`src/rtl/sfd_pkg.sv`:
```
package sfd_pkg;

    localparam int          SFD_LEN_DEF     = 8;
    localparam logic [7:0]  SFD_PATTERN_DEF = 8'b1010_1011;
    localparam int          BYTE_BITS_DEF   = 8;

    typedef enum logic [1:0] {
        FS_IDLE  = 2'd0,
        FS_HUNT  = 2'd1,
        FS_FRAME = 2'd2
    } frame_state_e;

    typedef struct packed {
        logic data;
        logic clk;
    } fwd_t;

    // Leading half of a byte period: strobe is high while the bit index is below half.
    function automatic logic lead_half(input int unsigned idx, input int unsigned half);
        return idx < half;
    endfunction

endpackage

```
`src/rtl/sfd_matcher.sv`:
```
module sfd_matcher #(
    parameter int               LEN     = 8,
    parameter logic [LEN-1:0]   PATTERN = 8'b1010_1011
) (
    input  logic clk,
    input  logic rst,
    input  logic shift,
    input  logic clr,
    input  logic din,
    output logic hit
);
    logic [LEN-1:0] hist_q;
    logic [LEN-1:0] cand;

    // Oldest bit at the MSB; candidate includes the incoming bit.
    assign cand = {hist_q[LEN-2:0], din};
    assign hit  = (cand == PATTERN);

    always_ff @(posedge clk) begin
        if (rst || clr) begin
            hist_q <= '0;
        end else if (shift) begin
            hist_q <= cand;
        end
    end


    clr_empties_chk: assert property (@(posedge clk) disable iff (rst)
        clr |=> (hist_q == '0));

endmodule

```
`src/rtl/sfd_strobe_gen.sv`:
```
module sfd_strobe_gen
    import sfd_pkg::*;
#(
    parameter int BYTE_BITS = 8
) (
    input  logic clk,
    input  logic rst,
    input  logic run,
    input  logic keep,
    input  logic bit_en,
    output logic strobe
);
    localparam int CNT_W = (BYTE_BITS > 2) ? $clog2(BYTE_BITS) : 1;
    localparam int HALF  = BYTE_BITS / 2;

    logic [CNT_W-1:0] cnt_q;
    logic             strobe_q;

    always_ff @(posedge clk) begin
        if (rst || !keep) begin
            cnt_q    <= '0;
            strobe_q <= 1'b0;
        end else if (run && bit_en) begin
            strobe_q <= lead_half(int'(cnt_q), HALF);
            cnt_q    <= (int'(cnt_q) == BYTE_BITS - 1) ? '0 : cnt_q + 1'b1;
        end
    end

    assign strobe = strobe_q;


    strobe_holds_chk: assert property (@(posedge clk) disable iff (rst)
        (keep && !bit_en) |=> $stable(strobe_q));


    strobe_low_idle_chk: assert property (@(posedge clk) disable iff (rst)
        !keep |=> !strobe_q);

endmodule

```
`src/rtl/sfd_reject_merge.sv`:
```
module sfd_reject_merge (
    input  logic clk,
    input  logic rst,
    input  logic run,
    input  logic keep,
    input  logic ext_rej,
    input  logic int_rej,
    output logic reject
);
    logic rej_q;

    always_ff @(posedge clk) begin
        if (rst || !keep) begin
            rej_q <= 1'b0;
        end else if (run) begin
            rej_q <= rej_q | ext_rej | int_rej;
        end
    end

    assign reject = rej_q;


    reject_sticky_chk: assert property (@(posedge clk) disable iff (rst)
        (rej_q && keep) |=> rej_q);


    reject_outside_chk: assert property (@(posedge clk) disable iff (rst)
        (!rej_q && !run) |=> !rej_q);

endmodule

```
`src/rtl/sfd_forward.sv`:
```
module sfd_forward
    import sfd_pkg::*;
(
    input  logic clk,
    input  logic rst,
    input  logic fwd_ok,
    input  logic bit_en,
    input  logic din,
    output fwd_t fwd
);
    fwd_t fwd_q;

    always_ff @(posedge clk) begin
        if (rst || !fwd_ok) begin
            fwd_q <= '0;
        end else begin
            fwd_q.clk <= bit_en;
            if (bit_en) begin
                fwd_q.data <= din;
            end
        end
    end

    assign fwd = fwd_q;


    forward_bit_chk: assert property (@(posedge clk) disable iff (rst)
        (fwd_ok && bit_en) |=> (fwd_q.clk && (fwd_q.data == $past(din))));

endmodule

```
`src/rtl/sfd_delim_gen.sv`:
```
module sfd_delim_gen
    import sfd_pkg::*;
#(
    parameter int                   BYTE_BITS   = BYTE_BITS_DEF,
    parameter int                   SFD_LEN     = SFD_LEN_DEF,
    parameter logic [SFD_LEN-1:0]   SFD_PATTERN = SFD_PATTERN_DEF
) (
    input  logic clk,
    input  logic rst,
    input  logic bit_en,
    input  logic rx_bit,
    input  logic rx_active,
    input  logic tx_active,
    input  logic feat_en,
    input  logic int_reject,
    input  logic ext_reject,
    output logic byte_strobe,
    output logic ser_data,
    output logic ser_clk,
    output logic frame_reject
);
    frame_state_e state_q, state_d;
    logic         sfd_hit;
    logic         hunting, in_frame, keep_frame;
    logic         fwd_ok;
    fwd_t         fwd;

    assign hunting    = (state_q == FS_HUNT);
    assign in_frame   = (state_q == FS_FRAME);
    assign keep_frame = (state_d == FS_FRAME);
    assign fwd_ok     = feat_en && rx_active && !tx_active;

    always_comb begin
        state_d = state_q;
        if (!feat_en || !rx_active || tx_active) begin
            state_d = FS_IDLE;
        end else begin
            unique case (state_q)
                FS_IDLE:  state_d = FS_HUNT;
                FS_HUNT:  if (bit_en && sfd_hit) state_d = FS_FRAME;
                FS_FRAME: state_d = FS_FRAME;
                default:  state_d = FS_IDLE;
            endcase
        end
    end

    always_ff @(posedge clk) begin
        if (rst) begin
            state_q <= FS_IDLE;
        end else begin
            state_q <= state_d;
        end
    end

    sfd_matcher #(
        .LEN     (SFD_LEN),
        .PATTERN (SFD_PATTERN)
    ) u_match (
        .clk   (clk),
        .rst   (rst),
        .shift (hunting && bit_en),
        .clr   (!hunting),
        .din   (rx_bit),
        .hit   (sfd_hit)
    );

    sfd_strobe_gen #(
        .BYTE_BITS (BYTE_BITS)
    ) u_strobe (
        .clk    (clk),
        .rst    (rst),
        .run    (in_frame),
        .keep   (keep_frame),
        .bit_en (bit_en),
        .strobe (byte_strobe)
    );

    sfd_reject_merge u_reject (
        .clk     (clk),
        .rst     (rst),
        .run     (in_frame),
        .keep    (keep_frame),
        .ext_rej (ext_reject),
        .int_rej (int_reject),
        .reject  (frame_reject)
    );

    sfd_forward u_fwd (
        .clk    (clk),
        .rst    (rst),
        .fwd_ok (fwd_ok),
        .bit_en (bit_en),
        .din    (rx_bit),
        .fwd    (fwd)
    );

    assign ser_data = fwd.data;
    assign ser_clk  = fwd.clk;


    sfd_entry_chk: assert property (@(posedge clk) disable iff (rst)
        $rose(in_frame) |-> $past(bit_en));


    strobe_edge_chk: assert property (@(posedge clk) disable iff (rst)
        $rose(byte_strobe) |-> ($past(bit_en) && ser_clk));


    tx_strobe_low_chk: assert property (@(posedge clk) disable iff (rst)
        tx_active |=> !byte_strobe);


    disabled_idle_chk: assert property (@(posedge clk) disable iff (rst)
        !feat_en |=> (!byte_strobe && !ser_data && !ser_clk && !frame_reject));


    rx_end_chk: assert property (@(posedge clk) disable iff (rst)
        !rx_active |=> (!byte_strobe && !frame_reject));

endmodule

```
`config.mk`:
```
export PLATFORM = sky130hd
export DESIGN_NAME = sfd_delim_gen
export DESIGN_NICKNAME = d
export VERILOG_FILES = /design/src/rtl/sfd_pkg.sv /design/src/rtl/sfd_matcher.sv /design/src/rtl/sfd_strobe_gen.sv /design/src/rtl/sfd_reject_merge.sv /design/src/rtl/sfd_forward.sv /design/src/rtl/sfd_delim_gen.sv
export SDC_FILE = /design/constraint.sdc
export NUM_CORES = 1
export LEC_CHECK = 0
export BUFFER_PORTS_ARGS = -buffer_cell sky130_fd_sc_hd__buf_2
export CORE_MARGIN = 2
export CORE_UTILIZATION = 42
export CTS_BUF_LIST = sky130_fd_sc_hd__clkbuf_4 sky130_fd_sc_hd__clkbuf_8
export DETAILED_ROUTE_END_ITERATION = 10
export SKIP_CTS_REPAIR_TIMING = 1
export SYNTH_ARGS = -nofsm -noshare
export SYNTH_HDL_FRONTEND = slang
export SYNTH_SLANG_ARGS = --single-unit
```
`constraint.sdc`:
```
create_clock -name clk -period 1.55 [get_ports clk]
set_input_delay 0.155 -clock clk [delete_from_list [all_inputs] [get_ports clk]]
set_output_delay 0.155 -clock clk [all_outputs]
set_load 0.03 [all_outputs]
```
# == Word-level counts from Yosys, hierarchy flattened ==
# Cells that the tools add are included.
# totals
wordCells,37
output_inout_bits,4
regBits,16
# op_classes
order_cmp,1
eq_ne,5
n_addsub,1
n_reduce_logical,17
n_bitwise,2
n_mux,4
# ops
cell,count
equality test 8 bit (second input constant),1
zero test 1 bit,6
case mux 2 bit (3 select lines),1
logical AND 1 bit,5
logical OR 1 bit,5
equality test 2 bit (second input constant),2
two-way mux 2 bit,2
adder 3 x 1 -> 3 bit (second input constant),1
equality test 3 x 1 -> 1 bit (second input constant),1
< comparator 3 bit (second input constant),1
two-way mux 3 bit,1
equality test 2 x 1 -> 1 bit (second input constant),1
zero test 2 bit,1
OR 1 bit,2

# == Depth between registers and ports, before layout ==
# Gate-level depths: netlist of run 1.
# logic_depth
depth_word,8
depth_mapped,4
mapped_depth_nobuf,4

# == Hierarchy ==
# Synthesis of run 1 repeated with hierarchy kept, for this count alone.
# unflattened
hier_cells,70
area_unflattened_um2,729.4
# modules_own_cells
mod,seq_area_each_um2,instances,cells_each,area_per_inst_um2
sfd_matcher,140.1,1,27,276.5
sfd_strobe_gen,80.1,1,20,207.7
sfd_delim_gen,40.0,1,14,128.9
sfd_forward,40.0,1,5,72.6
sfd_reject_merge,20.0,1,4,43.8

# == Worst setup path after synthesis of run 1 ==
# No wires, ideal clock.
# synth_timing
path_type,register to register
start,register u_strobe.cnt_q[0]
end,register u_strobe.cnt_q[1]
path_stages_with_launch,5
path_slack_ns,0.241
t_arrival_ns,1.228
period_less_slack_ns,1.309
required_ns,1.469
setup_ns,0.081
cell_sequence,dfxtp_1 > ha_1 > ha_1 > or3b_1 > a211oi_2
# synth_between
elab_chain_cells,2
# synth_rtl
item,line,text
start: declaration,sfd_strobe_gen.sv:16,logic [CNT_W-1:0] cnt_q;
start signal: assignment,sfd_strobe_gen.sv:25,cnt_q <= (int'(cnt_q) == BYTE_BITS - 1) ? '0 : cnt_q + 1'b1;
adder 3 x 1 -> 3 bit / equality test 3 x 1 -> 1 bit (equally long branches),sfd_strobe_gen.sv:25,
two-way mux 3 bit *,sfd_strobe_gen.sv:25,
# Every way passes the cells marked *; elsewhere a longest branch is shown, timed or not.
# A chain may end at the register's enable or synchronous reset.

# == Worst setup path after layout of run 1 ==
# Same ends and word-level chain as after synthesis.

==> reports/metrics.cfg, run 1 <==
[status]
run_status = finished, final reports clean

[logic_synthesis]
synth.area.top_cells = sky130_fd_sc_hd__dfxtp_1 (50%), sky130_fd_sc_hd__mux2i_1 (12%), sky130_fd_sc_hd__nor2_1 (6.4%)
synth_top_family_by_area = simple AND/OR/NAND/NOR gates
synthesis.nets = 75
seq_area_frac_synth_pct = 49.6
yosys.area.top_type_share_pct = 49.6
ys_warn_count = 0
synth-simple-area-share_pct = 23.1
synth-xor-area-share_pct = 0
count_of_cell_types_in_the_netlist = 20
netlist_area_um2 = 646
avgSynthCellArea_um2 = 10.1
synth-compound-area-share_pct = 8.72
postSynthCellCount = 64
synth-adder-area-share_pct = 3.88
postSynthRegisterBits = 16
synth.largest_area_cell = sky130_fd_sc_hd__dfxtp_1
muxShareOfSynthArea_pct = 12.4

[timing]
setup_viol_count_final = 0
clock.fmax_mhz = 727
final.setup.tns_ns = 0
rsz0062_at_grt = no
slew_headroom_pct = 73.9
worst-slew-pin-transition_ns = 0.391
final-hold-violation-count = 0
finalWorstPathRequiredPeriod_ns = 1.38
maxSlewViolCount = 0
fin_worst_skew_ns = 0.00126
final.period_utilization_pct = 88.8

[pwr]
leakage_power_nw = 0.315
worst_ir_drop_vdd_mv = 0.452
total_power_density_per_cell_area_nw_per_um2 = 946
fin_total_pwr_w = 0.000721

[floorplan]
start_util_pct = 43.9
number_of_primary_i_o_pins = 13
die-width_um = 43.2
row_count = 14
die_h_um = 43.2
core_area_um2 = 1470
dieArea_um2 = 1870

[critical_path]
cp.buffers_inverters = 0
regToRegEndpoint = u_strobe.cnt_q[1]
crit_path_start_kind = register
critical_path.reg2reg.startpoint = u_strobe.cnt_q[0]
worstPathRequired_ns = 1.76
cp-end-kind = register
timing.critical_path.slowest_cell_delay_ns = 0.39
cp_common_cell = sky130_fd_sc_hd__ha_1
worst_ep_arrival_time_ns = 1.59
timing.reg2reg.worst_path_depth = 4
cpMaxStageDelayCell = sky130_fd_sc_hd__or3b_1
path_max_fanout = 3
worstSetupPathType = reg -> reg
timing.critical_path.max_delay_family = simple AND/OR/NAND/NOR gates
rrSetupSlack_ns = 0.17
critical_path.cell_chain = ha_1 -> ha_1 -> or3b_1 -> a211oi_2

[clock_network]
clk_latency_ns = 0.29
clock_tree.buffer_depth = 2
cts_tree = built
numCtsBuffers = 3
numClockSinks = 16
clk_pin_slew_worst_paths_ns = 0.09
clock_tree.root_cell = sky130_fd_sc_hd__clkbuf_4
h-tree-depth = 1

[routing]
avgRoutedWirePerCell_um = 11.4
vias = 475
first_pass_iters = 5
drt_first_iter_violations = 4
via_count_normalized_by_instance_count = 4.95
drcViolationCount = 0
detail-route-antenna-nets = 0
detail_route.wirelength_um = 1090

[layout]
layout-area-overhead-vs-synth_pct = 18.0
layout.cells.most_common = sky130_fd_sc_hd__dfxtp_1
final_cell_mix = sky130_fd_sc_hd__dfxtp_1 (16), sky130_fd_sc_hd__buf_2 (12), sky130_fd_sc_hd__nor2_1 (11)
stdcell_count = 96
layout.nets = 92
filler_cell_count = 151
final_layout_size_suffix_gt1_share_pct = 27.5
antenna_cells_inserted = 0

[placed_design]
post-place-cells = 92
gp_routability_congestion = 0.690
dp_hpwl_um = 804
io_buffer_count = 12

[min_path]
worst_hold_startpoint = rx_bit
worstHoldEndpoint = u_match.hist_q[0]
min_delay_path_depth = 3
hold_path_class = in -> reg

[global_routing]
grt_max_degree = 10
grt.total_usage_pct = 13.8
grt_pass1_wl_um = 1780
first_global_vias = 437
globalRoute.totalOverflow = 0
grt_antenna_before_repair = 0

[job]
timing.max_cap.violations = 0

## worst reg2reg max path: cells and delay by family, from the launching register on
| kind | cells | cell delay [ns] |
|---|---|---|
| fa+ha+maj | 2 | 0.38 |
| simple gates | 1 | 0.39 |
| flops | 1 | 0.33 |
| compound gates | 1 | 0.21 |
## through the flow
stage | worst slack (ns) | instance area, um^2 | util (%) | hold slack (ns)
floorplan | 0.241 | 646 | - | 0.321
detailed placement | 0.189 | 726 | 49.3 | 0.453
global route | 0.0850 | 762 | 51.8 | 0.185
global placement | 0.184 | 726 | 49.3 | 0.444
CTS | 0.168 | 762 | 51.8 | 0.156
finish | 0.174 | 762 | 51.8 | 0.157
## how the worst max path moves through the flow
stage	start	end	slack [ns]	depth (start not counted)
3_5_place_dp	u_strobe.cnt_q[0]	u_strobe.cnt_q[1]	0.19	4
5_1_grt	u_match.hist_q[5]	u_reject.reject	0.08	3
2_1_floorplan	u_strobe.cnt_q[0]	u_strobe.cnt_q[1]	0.24	4
3_3_place_gp	u_strobe.cnt_q[0]	u_strobe.cnt_q[1]	0.18	4
4_1_cts	u_match.hist_q[5]	u_reject.reject	0.17	3
6_report	u_strobe.cnt_q[0]	u_strobe.cnt_q[1]	0.17	4
## layout make-up
cell class / count / area (um^2) / area share [%]
Tap cell: 16 / 20.0 / 2.63
Sequential cell: 16 / 320 / 42.0
Timing Repair Buffer: 13 / 67.6 / 8.87
Multi-Input combinational cell: 45 / 310 / 40.7
Clock buffer: 4 / 36.3 / 4.76
Inverter: 2 / 7.51 / 0.985
## metal layers
| metal | GRT usage [%] | wire, um |
|---|---|---|
| met2 | 20.6 | 479 |
| met1 | 15.6 | 522 |
| met3 | 3.83 | 50 |
| met4 | 12.7 | 40 |
| met5 | 0 | 0 |
## cell usage after synthesis
master and instances:
sky130_fd_sc_hd__nand3b_2 1, sky130_fd_sc_hd__inv_1 2, sky130_fd_sc_hd__dfxtp_1 16, sky130_fd_sc_hd__nand2_1 5, sky130_fd_sc_hd__a21oi_1 2, sky130_fd_sc_hd__nand2_2 1
sky130_fd_sc_hd__or3b_1 1, sky130_fd_sc_hd__o21ba_2 1, sky130_fd_sc_hd__o41a_1 1, sky130_fd_sc_hd__ha_1 2, sky130_fd_sc_hd__nand4b_1 1, sky130_fd_sc_hd__nand4bb_1 1
sky130_fd_sc_hd__nand2b_1 1, sky130_fd_sc_hd__nor3_1 5, sky130_fd_sc_hd__nand3_1 1, sky130_fd_sc_hd__or3_1 1, sky130_fd_sc_hd__buf_4 1, sky130_fd_sc_hd__mux2i_1 8
sky130_fd_sc_hd__nor2_1 11, sky130_fd_sc_hd__a211oi_2 2
## where the power goes
| group | internal [W] | switching, W | total (W) | leakage, nW |
|---|---|---|---|---|
| registers | 0.000412 | 0.000000890 | 0.000413 | 0.129 |
| logic | 0.0000149 | 0.0000166 | 0.0000315 | 0.165 |
| clock network | 0.000143 | 0.000133 | 0.000276 | 0.0210 |
## cells by family (layout without fill, tap and decap cells)
group | after synthesis | in the layout
buffers and inverters | 3 | 19
flip-flops | 16 | 16
AO/OA/AOI/OAI | 6 | 6
multiplexers | 8 | 8
AND/OR/NAND/NOR | 29 | 29
adder cells (fa/ha/maj) | 2 | 2
## flip-flops by register name, summed over array words and instances, names as in the netlist
signal and count:
u_reject.reject 1, u_strobe.strobe 1, state_q 2, u_fwd.fwd 2
u_match.hist_q 7, u_strobe.cnt_q 3
(Power assumes the default switching activity.)
==> inputs of run 2 (changes only) <==
Settings changed: CORE_MARGIN 2 to not set.
Clock period 1.55 ns to 1.4 ns, I/O delays scaled along.
==> run 2 against run 1 <==
Net effect: sequential power grew 11%; flip-flop and latch count is the same; final cell count shrank 1.0%; first-iteration DRC count grew to 3.8 times the previous value; critical endpoint unchanged; largest cell class unchanged; highest routed layer unchanged.
==> reports/metrics.cfg, run 2 (synthesis results as in run 1) <==
[routing]
drcViolationCount = 0  ; unchanged
detail-route-antenna-nets = 0  ; unchanged
avgRoutedWirePerCell_um = 11.3  ; -0.52%
detail_route.wirelength_um = 1070  ; -1.6%
via_count_normalized_by_instance_count = 5.13  ; +3.6%
drt_first_iter_violations = 15  ; +11
first_pass_iters = 3  ; -2
vias = 487  ; +2.5%

[floorplan]
row_count = 13  ; -1
core_area_um2 = 1370  ; -7.1%
start_util_pct = 47.3  ; +3.4 points
dieArea_um2 = 1700  ; -9.0%
die-width_um = 41.2  ; -4.6%
number_of_primary_i_o_pins = 13  ; unchanged
die_h_um = 41.2  ; -4.6%

[timing]
final-hold-violation-count = 0  ; unchanged
fin_worst_skew_ns = 0.00902  ; +0.00776 ns
finalWorstPathRequiredPeriod_ns = 1.34  ; -0.0322 ns
worst-slew-pin-transition_ns = 0.399  ; +0.00863 ns
worst_slack_ns = 0.0565  ; -0.118 ns
rsz0062_at_grt = yes
clock.fmax_mhz = 744  ; +2.4%
setup_viol_count_final = 0  ; unchanged
maxSlewViolCount = 0  ; unchanged
slew_headroom_pct = 73.3  ; -0.58 points
final.period_utilization_pct = 96.0  ; +7.2 points
holdWs_ns = 0.144  ; -0.0134 ns

[layout]
filler_cell_count = 139  ; -7.9%
final_layout_size_suffix_gt1_share_pct = 31.3  ; +3.7 points
largest_registers = u_match.hist_q (7), u_strobe.cnt_q (3)
antenna_cells_inserted = 0  ; unchanged
final_cell_mix = sky130_fd_sc_hd__dfxtp_1 (14), sky130_fd_sc_hd__buf_2 (12), sky130_fd_sc_hd__nor2_1 (11)
layout.nets = 92  ; unchanged
largest_register_ffs = 7  ; unchanged
layout.cells.most_common = sky130_fd_sc_hd__dfxtp_1
stdcell_count = 95  ; -1.0%
layout-area-overhead-vs-synth_pct = 19.0
biggest_register = u_match.hist_q

[critical_path]
cp-end-kind = register
worstSetupPathType = reg -> reg
worstPathRequired_ns = 1.61  ; -0.15 ns
crit_path_start_kind = register
worstSetupPathDepth = 3  ; -1
worst_ep_arrival_time_ns = 1.56  ; -0.03 ns
path_max_fanout = 6  ; +3
regToRegEndpoint = u_strobe.cnt_q[1]
cpMaxStageDelayCell = sky130_fd_sc_hd__o41a_1
critical_path.cell_chain = nand4b_1 -> o41a_1 -> a211oi_2
rrSetupSlack_ns = 0.06  ; -0.12 ns
timing.critical_path.slowest_cell_delay_ns = 0.54  ; +0.15 ns
cp.buffers_inverters = 0  ; unchanged
timing.critical_path.max_delay_family = compound AO/OA/AOI/OAI gates
timing.reg2reg.worst_path_depth = 3  ; -1
critical_path.reg2reg.startpoint = u_match.hist_q[3]

[min_path]
worst_hold_startpoint = rx_bit
min_delay_path_depth = 3  ; unchanged
worstHoldEndpoint = u_fwd.fwd[1]
hold_path_class = in -> reg

[clock_network]
clock_tree.buffer_depth = 2  ; unchanged
h-tree-depth = 1  ; unchanged
cts_tree = built
clk_latency_ns = 0.29  ; about the same
numClockSinks = 16  ; unchanged
clk_pin_slew_worst_paths_ns = 0.10  ; about the same
clock_tree.root_cell = sky130_fd_sc_hd__clkbuf_4
numCtsBuffers = 3  ; unchanged

[global_routing]
first_global_vias = 425  ; -2.7%
grt_antenna_before_repair = 0  ; unchanged
globalRoute.totalOverflow = 0  ; unchanged
grt_pass1_wl_um = 1810  ; +1.9%
grt_max_degree = 10  ; unchanged
grt.total_usage_pct = 17.6  ; +3.8 points

[pwr]
clockPowerShare_pct = 38.1  ; -0.2 points
leakage_power_nw = 0.316  ; +0.35%
worst_ir_drop_vdd_mv = 0.964  ; +110%
share_seq_of_total_power_pct = 57.6  ; +0.3 points
power.share.combinational_pct = 4.4  ; about the same
fin_total_pwr_w = 0.000794  ; +10%
power_switching_w = 0.000163  ; +8.5%
power.internal_w = 0.000631  ; +11%
total_power_density_per_cell_area_nw_per_um2 = 1030  ; +9.3%
switching_share_pct = 20.5  ; -0.32 points

[job]
timing.max_cap.violations = 0  ; unchanged

[status]
run_status = finished, final reports clean

[placed_design]
post-place-cells = 91  ; -1.1%
gp_routability_congestion = 0.700  ; +1.4%
dp_hpwl_um = 811  ; +0.83%
place_worst_setup_slack_ns = 0.0221  ; -0.167 ns
io_buffer_count = 12  ; unchanged

run 2: worst max-delay path by stage:
stage | start | end
finish | u_match.hist_q[3] | u_strobe.cnt_q[1]
global route | u_match.hist_q[3] | u_strobe.cnt_q[1]
CTS | u_strobe.cnt_q[0] | u_strobe.cnt_q[1]
detailed placement | u_strobe.cnt_q[0] | u_strobe.cnt_q[1]
global placement | u_strobe.cnt_q[0] | u_strobe.cnt_q[1]
floorplan | u_strobe.cnt_q[0] | u_strobe.cnt_q[1]
run 2: power by group through the flow:
stage	logic, W	registers [W]	clock network (W)
after floorplan	0.0000184	0.000469	0
after detailed placement	0.0000350	0.000468	0
after global placement	0.0000346	0.000468	0
final	0.0000346	0.000457	0.000302
after global routing	0.0000388	0.000458	0.000333
after CTS	0.0000352	0.000458	0.000314
run 2: final cells by class:
cell class                      instances  area (um^2)  area share (%)
Tap cell                               15         18.8            2.44
Inverter                                2         7.51           0.977
Sequential cell                        16          323            42.0
Timing Repair Buffer                   13         67.6            8.79
Multi-Input combinational cell         45          315            41.0
Clock buffer                            4         36.3            4.72
run 2: stage by stage:
stage / setup TNS (ns) / utilization [%] / instance area, um^2
global placement: 0 / 53.0 / 724
floorplan: 0 / - / 646
global route: -0.0186 / 56.2 / 768
finish: 0 / 56.2 / 768
CTS: -0.00357 / 55.7 / 761
detailed placement: 0 / 53.0 / 724
run 2: layer usage:
metal / global-route usage [%] / up-vias / wire length (um) / share of wire [%]
li1: - / 261 / - / -
met4: 7.26 / 0 / 12 / 1.1
met5: 0 / - / 0 / 0
met1: 21.2 / 215 / 560 / 52
met2: 25.8 / 9 / 451 / 42
met3: 9.78 / 2 / 49 / 4.6
run 2: tightest hold or removal path: stages:
cell,delay (ns)
sky130_fd_sc_hd__buf_2,0.10
sky130_fd_sc_hd__nand2_2,0.09
sky130_fd_sc_hd__a21oi_1,0.06
